$ cat config.mk
export PLATFORM = sky130hd
export DESIGN_NAME = netreg_bank
export DESIGN_NICKNAME = d
export VERILOG_FILES = /design/src/rtl/netreg_pkg.sv /design/src/rtl/netreg_satcnt.sv /design/src/rtl/netreg_setclr.sv /design/src/rtl/netreg_bank.sv
export SDC_FILE = /design/constraint.sdc
export NUM_CORES = 1
export LEC_CHECK = 0
export ABC_AREA = 0
export BUFFER_PORTS_ARGS = -buffer_cell sky130_fd_sc_hd__buf_2
export CAP_MARGIN = 30
export CORE_MARGIN = 2
export CORE_UTILIZATION = 50
export DETAILED_ROUTE_END_ITERATION = 12
export HOLD_SLACK_MARGIN = 0.12
export PLACE_DENSITY = 0.74
export SLEW_MARGIN = 20
export SYNTH_ARGS = -nofsm -noshare
export SYNTH_HDL_FRONTEND = slang
export SYNTH_HIERARCHICAL = 1
export SYNTH_SLANG_ARGS = --single-unit
export TNS_END_PERCENT = 100
$ cat constraint.sdc
create_clock -name clk -period 2.8 [get_ports clk]
set_input_delay 0.28 -clock clk [delete_from_list [all_inputs] [get_ports clk]]
set_output_delay 0.28 -clock clk [all_outputs]
set_load 0.02 [all_outputs]
$ cat src/rtl/netreg_pkg.sv
// Package: shared offsets, field positions and widths for the paged register bank.
// Assumes word-aligned 16-bit access; bit 0 of the offset is ignored.
package netreg_pkg;
    localparam int ADDR_W   = 5;
    localparam int DATA_W   = 16;
    localparam int LANES    = 2;
    localparam int PFIELD_W = 4;   // width of the page field in a write

    localparam logic [ADDR_W-1:0] OFS_HWID  = 5'h00;
    localparam logic [ADDR_W-1:0] OFS_PAGE  = 5'h02;
    localparam logic [ADDR_W-1:0] OFS_OPTLO = 5'h04;
    localparam logic [ADDR_W-1:0] OFS_OPTHI = 5'h06;
    localparam logic [ADDR_W-1:0] OFS_DROP  = 5'h10;
    localparam logic [ADDR_W-1:0] OFS_ERRS  = 5'h12;

    localparam int OPTLO_RST_BIT = 1;
    localparam int OPTHI_TX_BIT  = 1;
    localparam int OPTHI_ADV_BIT = 2;
endpackage

$ cat src/rtl/netreg_satcnt.sv
// Module: saturating event counter with clear-on-read.
// Assumes clr and inc are single-cycle qualified pulses; clr with inc leaves 1.
module netreg_satcnt #(
    parameter int W = 8
) (
    input  logic         clk,
    input  logic         rst_n,
    input  logic         inc,
    input  logic         clr,
    output logic [W-1:0] count
);
    localparam logic [W-1:0] TOP = '1;

    // Count pulses, stop at all-ones, reset on clear (keeping a coincident pulse).
    always_ff @(posedge clk) begin
        if (!rst_n)
            count <= '0;
        else if (clr)
            count <= inc ? W'(1) : '0;
        else if (inc && count != TOP)
            count <= count + W'(1);
    end

    assert_clr_inc_R9: assert property (@(posedge clk) disable iff (!rst_n)
        (clr && inc) |=> (count == W'(1)))
        else $error("counter did not hold 1 after clear with increment");

    assert_clear_R8: assert property (@(posedge clk) disable iff (!rst_n)
        (clr && !inc) |=> (count == '0))
        else $error("counter did not clear on read");

    assert_no_wrap_R10: assert property (@(posedge clk) disable iff (!rst_n)
        (count == TOP && !clr) |=> (count == TOP))
        else $error("saturated counter moved");
endmodule

$ cat src/rtl/netreg_setclr.sv
// Module: option word written by per-lane set/clear masks.
// Assumes the lowest bit of each lane is the flag and is never stored.
// Bits in AUTO_MASK are cleared by hw_clr unless a host set lands in the same cycle.
module netreg_setclr #(
    parameter int                 W         = 16,
    parameter int                 NLANE     = 2,
    parameter logic [W-1:0]       AUTO_MASK = '0
) (
    input  logic             clk,
    input  logic             rst_n,
    input  logic             wr_en,
    input  logic [NLANE-1:0] be,
    input  logic [W-1:0]     wdata,
    input  logic [W-1:0]     hw_clr,
    output logic [W-1:0]     q_r
);
    localparam int LW = W / NLANE;

    logic [W-1:0] q_nxt;

    // Apply hardware clears first, then each enabled lane's set or clear mask.
    always_comb begin
        logic [LW-1:0] msk;
        msk   = '0;
        q_nxt = q_r & ~(hw_clr & AUTO_MASK);
        for (int l = 0; l < NLANE; l++) begin
            msk = wdata[l*LW +: LW] & ~LW'(1);
            if (wr_en && be[l]) begin
                if (wdata[l*LW])
                    q_nxt[l*LW +: LW] = q_nxt[l*LW +: LW] | msk;
                else
                    q_nxt[l*LW +: LW] = q_nxt[l*LW +: LW] & ~msk;
            end
        end
    end

    // Hold the option word.
    always_ff @(posedge clk) begin
        if (!rst_n) q_r <= '0;
        else        q_r <= q_nxt;
    end

    for (genvar l = 0; l < NLANE; l++) begin : g_lane
        assert_flag_set_R4: assert property (@(posedge clk) disable iff (!rst_n)
            (wr_en && be[l] && wdata[l*LW] && wdata[l*LW+1]) |=> q_r[l*LW+1])
            else $error("lane set did not take");
        assert_lane_kept_R5: assert property (@(posedge clk) disable iff (!rst_n)
            (!be[l] && !(|(hw_clr[l*LW +: LW] & AUTO_MASK[l*LW +: LW])))
            |=> $stable(q_r[l*LW +: LW]))
            else $error("disabled lane changed");
    end

    for (genvar b = 0; b < W; b++) begin : g_auto
        if (AUTO_MASK[b]) begin : g_on
            assert_done_clears_R7: assert property (@(posedge clk) disable iff (!rst_n)
                (hw_clr[b] && !wr_en) |=> !q_r[b])
                else $error("command bit not cleared by completion");
        end
    end
endmodule

$ cat src/rtl/netreg_bank.sv
// Module: paged host register bank (top).
// Common words at 0x00-0x06 on every page; page 4 carries clear-on-read counters.
// Assumes bus_rd and bus_wr are never high together.
module netreg_bank
    import netreg_pkg::*;
#(
    parameter int          NPAGES    = 8,
    parameter int          STAT_PAGE = 4,
    parameter int          DROP_W    = 12,
    parameter int          ERR_W     = 8,
    parameter logic [15:0] HW_ID     = 16'h4850,
    parameter logic [11:0] CARD_ID   = 12'h535
) (
    input  logic        clk,
    input  logic        rst_n,
    input  logic        bus_wr,
    input  logic        bus_rd,
    input  logic [4:0]  bus_addr,
    input  logic [1:0]  bus_be,
    input  logic [15:0] bus_wdata,
    output logic [15:0] bus_rdata,
    input  logic        adv_done,
    input  logic        tx_done,
    input  logic        inc_dropped,
    input  logic        inc_crc,
    input  logic        inc_abort,
    output logic [2:0]  page_sel,
    output logic [15:0] opt_lo,
    output logic [15:0] opt_hi,
    output logic        core_rst_n
);
    localparam int PW = $clog2(NPAGES);
    localparam logic [DATA_W-1:0] HI_AUTO =
        DATA_W'((1 << OPTHI_ADV_BIT) | (1 << OPTHI_TX_BIT));

    logic [ADDR_W-1:0] off;
    logic              stat_sel;
    logic              wr_lo, wr_hi;
    logic              clr_drop, clr_crc, clr_abt;
    logic [DATA_W-1:0] hi_clr;
    logic [DROP_W-1:0] cnt_drop;
    logic [ERR_W-1:0]  cnt_crc, cnt_abt;
    logic [DATA_W-1:0] rd_mux;

    // Decode the word offset and which writes and clearing reads hit.
    always_comb begin
        off      = {bus_addr[ADDR_W-1:1], 1'b0};
        stat_sel = (page_sel == PW'(STAT_PAGE));
        wr_lo    = bus_wr && (off == OFS_OPTLO);
        wr_hi    = bus_wr && (off == OFS_OPTHI);
        clr_drop = bus_rd && stat_sel && (off == OFS_DROP) && (|bus_be);
        clr_crc  = bus_rd && stat_sel && (off == OFS_ERRS) && bus_be[0];
        clr_abt  = bus_rd && stat_sel && (off == OFS_ERRS) && bus_be[1];
        hi_clr   = '0;
        hi_clr[OPTHI_ADV_BIT] = adv_done;
        hi_clr[OPTHI_TX_BIT]  = tx_done;
    end

    // Paging register: accept only page numbers that exist.
    always_ff @(posedge clk) begin
        if (!rst_n)
            page_sel <= '0;
        else if (bus_wr && off == OFS_PAGE && bus_be[0] &&
                 ({1'b0, bus_wdata[PFIELD_W-1:0]} < (PFIELD_W+1)'(NPAGES)))
            page_sel <= bus_wdata[PW-1:0];
    end

    netreg_setclr #(.W(DATA_W), .NLANE(LANES), .AUTO_MASK('0)) u_opt_lo (
        .clk(clk), .rst_n(rst_n), .wr_en(wr_lo), .be(bus_be),
        .wdata(bus_wdata), .hw_clr('0), .q_r(opt_lo));

    netreg_setclr #(.W(DATA_W), .NLANE(LANES), .AUTO_MASK(HI_AUTO)) u_opt_hi (
        .clk(clk), .rst_n(rst_n), .wr_en(wr_hi), .be(bus_be),
        .wdata(bus_wdata), .hw_clr(hi_clr), .q_r(opt_hi));

    assign core_rst_n = opt_lo[OPTLO_RST_BIT];

    netreg_satcnt #(.W(DROP_W)) u_cnt_drop (
        .clk(clk), .rst_n(rst_n), .inc(inc_dropped), .clr(clr_drop), .count(cnt_drop));
    netreg_satcnt #(.W(ERR_W)) u_cnt_crc (
        .clk(clk), .rst_n(rst_n), .inc(inc_crc), .clr(clr_crc), .count(cnt_crc));
    netreg_satcnt #(.W(ERR_W)) u_cnt_abt (
        .clk(clk), .rst_n(rst_n), .inc(inc_abort), .clr(clr_abt), .count(cnt_abt));

    // Select the word for the current offset and page; undecoded reads give 0.
    always_comb begin
        rd_mux = '0;
        unique case (off)
            OFS_HWID:  rd_mux = HW_ID;
            OFS_PAGE:  rd_mux = {CARD_ID, {(PFIELD_W-PW){1'b0}}, page_sel};
            OFS_OPTLO: rd_mux = opt_lo;
            OFS_OPTHI: rd_mux = opt_hi;
            OFS_DROP:  if (stat_sel) rd_mux = DATA_W'(cnt_drop);
            OFS_ERRS:  if (stat_sel) rd_mux = {cnt_abt, cnt_crc};
            default:   rd_mux = '0;
        endcase
    end

    // Register read data for one cycle after each read strobe.
    always_ff @(posedge clk) begin
        if (!rst_n) bus_rdata <= '0;
        else        bus_rdata <= bus_rd ? rd_mux : '0;
    end

    assert_bad_page_ignored_R2: assert property (@(posedge clk) disable iff (!rst_n)
        (bus_wr && off == OFS_PAGE && bus_wdata[3]) |=> $stable(page_sel))
        else $error("out-of-range page accepted");

    assert_undecoded_zero_R11: assert property (@(posedge clk) disable iff (!rst_n)
        (bus_rd && !stat_sel && off >= ADDR_W'(8)) |=> (bus_rdata == '0))
        else $error("undecoded read returned data");

    assert_idle_zero_R11: assert property (@(posedge clk) disable iff (!rst_n)
        !bus_rd |=> (bus_rdata == '0))
        else $error("read data outside read cycle");
endmodule

Word level (Yosys, flattened, before mapping)
Cells that the tools add are included.

operators by class
  add/sub/neg operators = 3
  multiply operators = 0
  divide/modulo/power cells = 0
  $lt $le $gt $ge = 1
  equality and inequality tests = 9
  shifts and indexed selects = 0
  multiplexer cells = 18
  bitwise logic cells = 12
  reduce and logical (&&, ||, !) cells = 24

operator list
  kind                                                  count
  one-hot mux 16 bit (6 select lines)                   1
  two-way mux 8 bit                                     10
  two-way mux 12 bit                                    3
  AND 8 bit                                             4
  OR 8 bit                                              4
  logical AND 1 bit                                     18
  adder 8 x 1 -> 8 bit (second input constant)          2
  AND 16 bit                                            1
  two-way mux 16 bit                                    1
  inequality test 8 bit (second input constant)         2
  NOT 3 -> 16 bit                                       1
  NOT 8 bit                                             2
  adder 12 x 1 -> 12 bit (second input constant)        1
  inequality test 12 bit (second input constant)        1
  equality test 4 x 2 -> 1 bit (second input constant)  2
  equality test 4 bit (second input constant)           2
  nonzero test 2 bit                                    3
  logical NOT 5 bit                                     1
  equality test 4 x 1 -> 1 bit (second input constant)  1
  less-than comparator 4 bit (second input constant)    1
  equality test 3 bit (second input constant)           1
  two-way mux 1 bit                                     3
  AND reduction 2 bit                                   1
  OR reduction 2 bit                                    1

storage, ports and cells
  flip-flop bits (word level) = 79
  bits in latches = 0
  RAM bits = 0
  ROM bits = 0
  output and inout port bits = 52
  memories kept = 0

Logic depth before layout (Yosys ltp)
  depth in word-level cells = 5
  mapped depth = 8

By module
The synthesis kept the hierarchy.

modules (own cells, without submodules)
  module                         instances  cells an instance  area an instance (um^2)
  netreg_bank                    1          128                1,181.1
  netreg_satcnt (u_cnt_abt ...)  2          49                 426.7
  netreg_satcnt (u_cnt_drop)     1          76                 639.4
  netreg_setclr (u_opt_hi)       1          64                 600.6
  netreg_setclr (u_opt_lo)       1          64                 593.1

Worst setup path before layout
OpenSTA, ideal clock, no wires.

  path kind = flip-flop to flip-flop
  start point = reg page_sel[2]
  end point = reg u_cnt_drop.count[9]
  library setup time = 0.116 ns
  data arrival time = 2.026 ns
  required time = 2.684 ns
  setup slack = 0.658 ns
  cell stages (with the launch flop) = 8
  path through = dfxtp_1 nor4b_4 nand3b_2 nor4b_1 nand2b_1 buf_1 nor2_1 a41o_1

on the way
  cells in the longest elaborated chain, start to end = 5
  elaborated cells on any way between the ends = 6
  classes of those cells = 1 x eq/ne; 1 x mux; 4 x reduce/logical

ends and longest elaborated chain
  what                                                             RTL line             text
  start, declared                                                  netreg_bank.sv:27    output logic [2:0] page_sel,
  start signal, assigned                                           netreg_bank.sv:65    page_sel <= bus_wdata[PW-1:0];
  equality test 3 bit (*)                                          netreg_bank.sv:48    stat_sel = (page_sel == PW'(STAT_PAGE));
  logical AND 1 bit (*) (3 in a row)                               netreg_bank.sv:51    clr_drop = bus_rd && stat_sel && (off == OFS_DROP) && (|bus_be);
  named net clr_drop                                               netreg_bank.sv:39    logic clr_drop, clr_crc, clr_abt;
  two-way mux 12 bit / nonzero test 2 bit (equally long branches)  --
  end signal, assigned                                             netreg_satcnt.sv:19  count <= inc ? W'(1) : '0;
  end signal, assigned                                             netreg_satcnt.sv:21  count <= count + W'(1);
  end, declared                                                    netreg_satcnt.sv:10  output logic [W-1:0] count

Mark *: on every way through the listed nets, which the timed path passes. The rest lies on a longest branch.
A chain may end at the register's enable or synchronous reset.

Final worst setup path
  start point = reg page_sel[0]
  end point = reg u_cnt_drop.count[9]

The elaborated chain is that of the path after synthesis.

==> results.cfg <==
[status]
status = completed

[die]
dieArea_mm2 = 0.00845
die_y_um = 91.9
die_w_um = 91.9
core_area_mm2 = 0.00761
rows = 32
start_util_pct = 50.8
pin_count = 84

[synth]
syn_avg_cell_area_um2 = 9.01
yosys_warnings = 6
netlist_area_mm2 = 0.00386
syn_inst = 429

[drt]
ant_nets = 0
drt-total-wl_um = 9980
drt_iter0_markers = 204
vias = 3583
avgViaCountPerCell = 5.89
route.detailed.wl_per_inst_um = 16.4
dr.pass1.iters = 5
drc_errors = 0

[setup_path]
cpPeakStageDelay_ps = 630
crit_buf_inv = 0
path_class = reg2reg
cp_max_fo = 8
required_ps = 3050
cp-end-kind = flip-flop
path_cells = nor4b_4 > nand3b_2 > nor4b_1 > nor2b_1 > nand2_1 > a31oi_1 > a41o_1
cp-start-kind = flip-flop
r2r_cells = 7
slowest_stage = nor4b_1
regToRegStartpoint = page_sel[0]
worstPathArrival_ps = 2530
rrSetupSlack_ps = 520
regToRegEndpoint = u_cnt_drop/count[9]
path_delay_family = simple AND/OR/NAND/NOR gates

[place]
gp_congestion = 0.923
placed_area_mm2 = 0.00427
dpl.hpwl_um = 7380
portBuffers = 78

[clock_tree]
cts_num_sinks = 75
cts_resized = 0
insertion_delay_ps = 370
numCtsBuffers = 9
h-tree-depth = 3
postCtsSetupRepairBufs = 0
cts_tree = done
clk_pin_slew_worst_paths_ps = 90
cts_root_buf = clkbuf_8
ctsHoldBuffers = 0
cts_buffer_depth = 2

[sta]
drv_slew = 0
fin_crit_ps = 2280
hold_violations = 0
skew_ps = 15.6
rsz0062_at_grt = false
tns_ps = 0
post-route-period-util_pct = 81.4
finalSetupViolCount = 0
worst_pin_slew_ps = 692
timing.fmax_mhz = 439
slew_headroom_pct = 53.2

[hold_path]
min_from = adv_done
whs_endpoint = u_opt_hi/q_r[2]
hp-class = in2reg
min_path_cells = 3

[cells_and_area]
final_nets = 536
fin_area_mm2 = 0.00446
synthToLayoutAreaGrowth_pct = 15.3
drive_above_1_share_pct = 23.3
diodes = 0
layout_commonest_cell = buf_2
final.fill_count = 687
final_cell_mix = buf_2, dfxtp_1, mux2i_1

[global_route]
grt_pass1_vias = 3288
grt_max_degree = 36
grt_first_pass_wirelength_um = 16300
antenna_found_initial = 0
grt_util_all_layers_pct = 24.0
grt-ovfl-total = 0

[pwr]
ir_drop_v = 0.000210
power_per_cell_area_mw_per_mm2 = 466
total_leakage_power_nw = 1.93

[job]
maxCapViolations = 0
## area by class of cell
| type | count | area, um2 | share of cell area, % |
|---|---|---|---|
| timing repair buffer | 82 | 420 | 9.44 |
| clock buffer | 9 | 124 | 2.78 |
| tap | 102 | 128 | 2.86 |
| inverter | 10 | 37.5 | 0.842 |
| sequential | 75 | 1500 | 33.7 |
| multi-input combinational | 323 | 2180 | 48.9 |
| clock inverter | 7 | 66.3 | 1.49 |
## per-layer routing
| metal | GRT usage, % | wire length, um | vias to the layer above |
|---|---|---|---|
| met2 | 36.3 | 4590 | 145 |
| met3 | 4.19 | 598 | 20 |
| met4 | 10.8 | 229 | 0 |
| met1 | 33.5 | 4570 | 1699 |
| met5 | 0 | 0 | - |
| li1 | - | - | 1719 |
## through the flow
step / util, % / total power (W) / worst slack, ps / std cells / hold slack (ps)
after global placement: 56.1 / 0.00127 / 570 / 592 / 455
after detailed placement: 56.1 / 0.00127 / 556 / 592 / 469
after floorplan: - / 0.00121 / 658 / 431 / 392
after global routing: 58.6 / 0.00215 / 308 / 608 / 191
after CTS: 58.6 / 0.00208 / 524 / 608 / 173
final: 58.6 / 0.00208 / 521 / 608 / 181
## worst max-delay path by stage
stage	startpoint	cells after the start	end
2_1_floorplan	page_sel[2]	7	u_cnt_drop/count[9]
3_3_place_gp	page_sel[0]	7	u_cnt_drop/count[9]
3_5_place_dp	page_sel[0]	7	u_cnt_drop/count[9]
4_1_cts	page_sel[0]	7	u_cnt_drop/count[9]
5_1_grt	page_sel[0]	6	u_cnt_drop/count[4]
6_report	page_sel[0]	7	u_cnt_drop/count[9]
## tightest hold or removal path, cell delays in order
cell      delay (ps)
buf_2             70
nand3b_1          90
mux2i_1           60
## where the power goes
part | internal [W] | leakage, nW | total, W | switching, W
Combinational | 0.0000589 | 1.23 | 0.000163 | 0.000104
Sequential | 0.00108 | 0.605 | 0.00109 | 0.0000133
Clock | 0.000348 | 0.0991 | 0.000826 | 0.000477
Total | 0.00148 | 1.93 | 0.00208 | 0.000594
(Power assumes the default switching activity.)
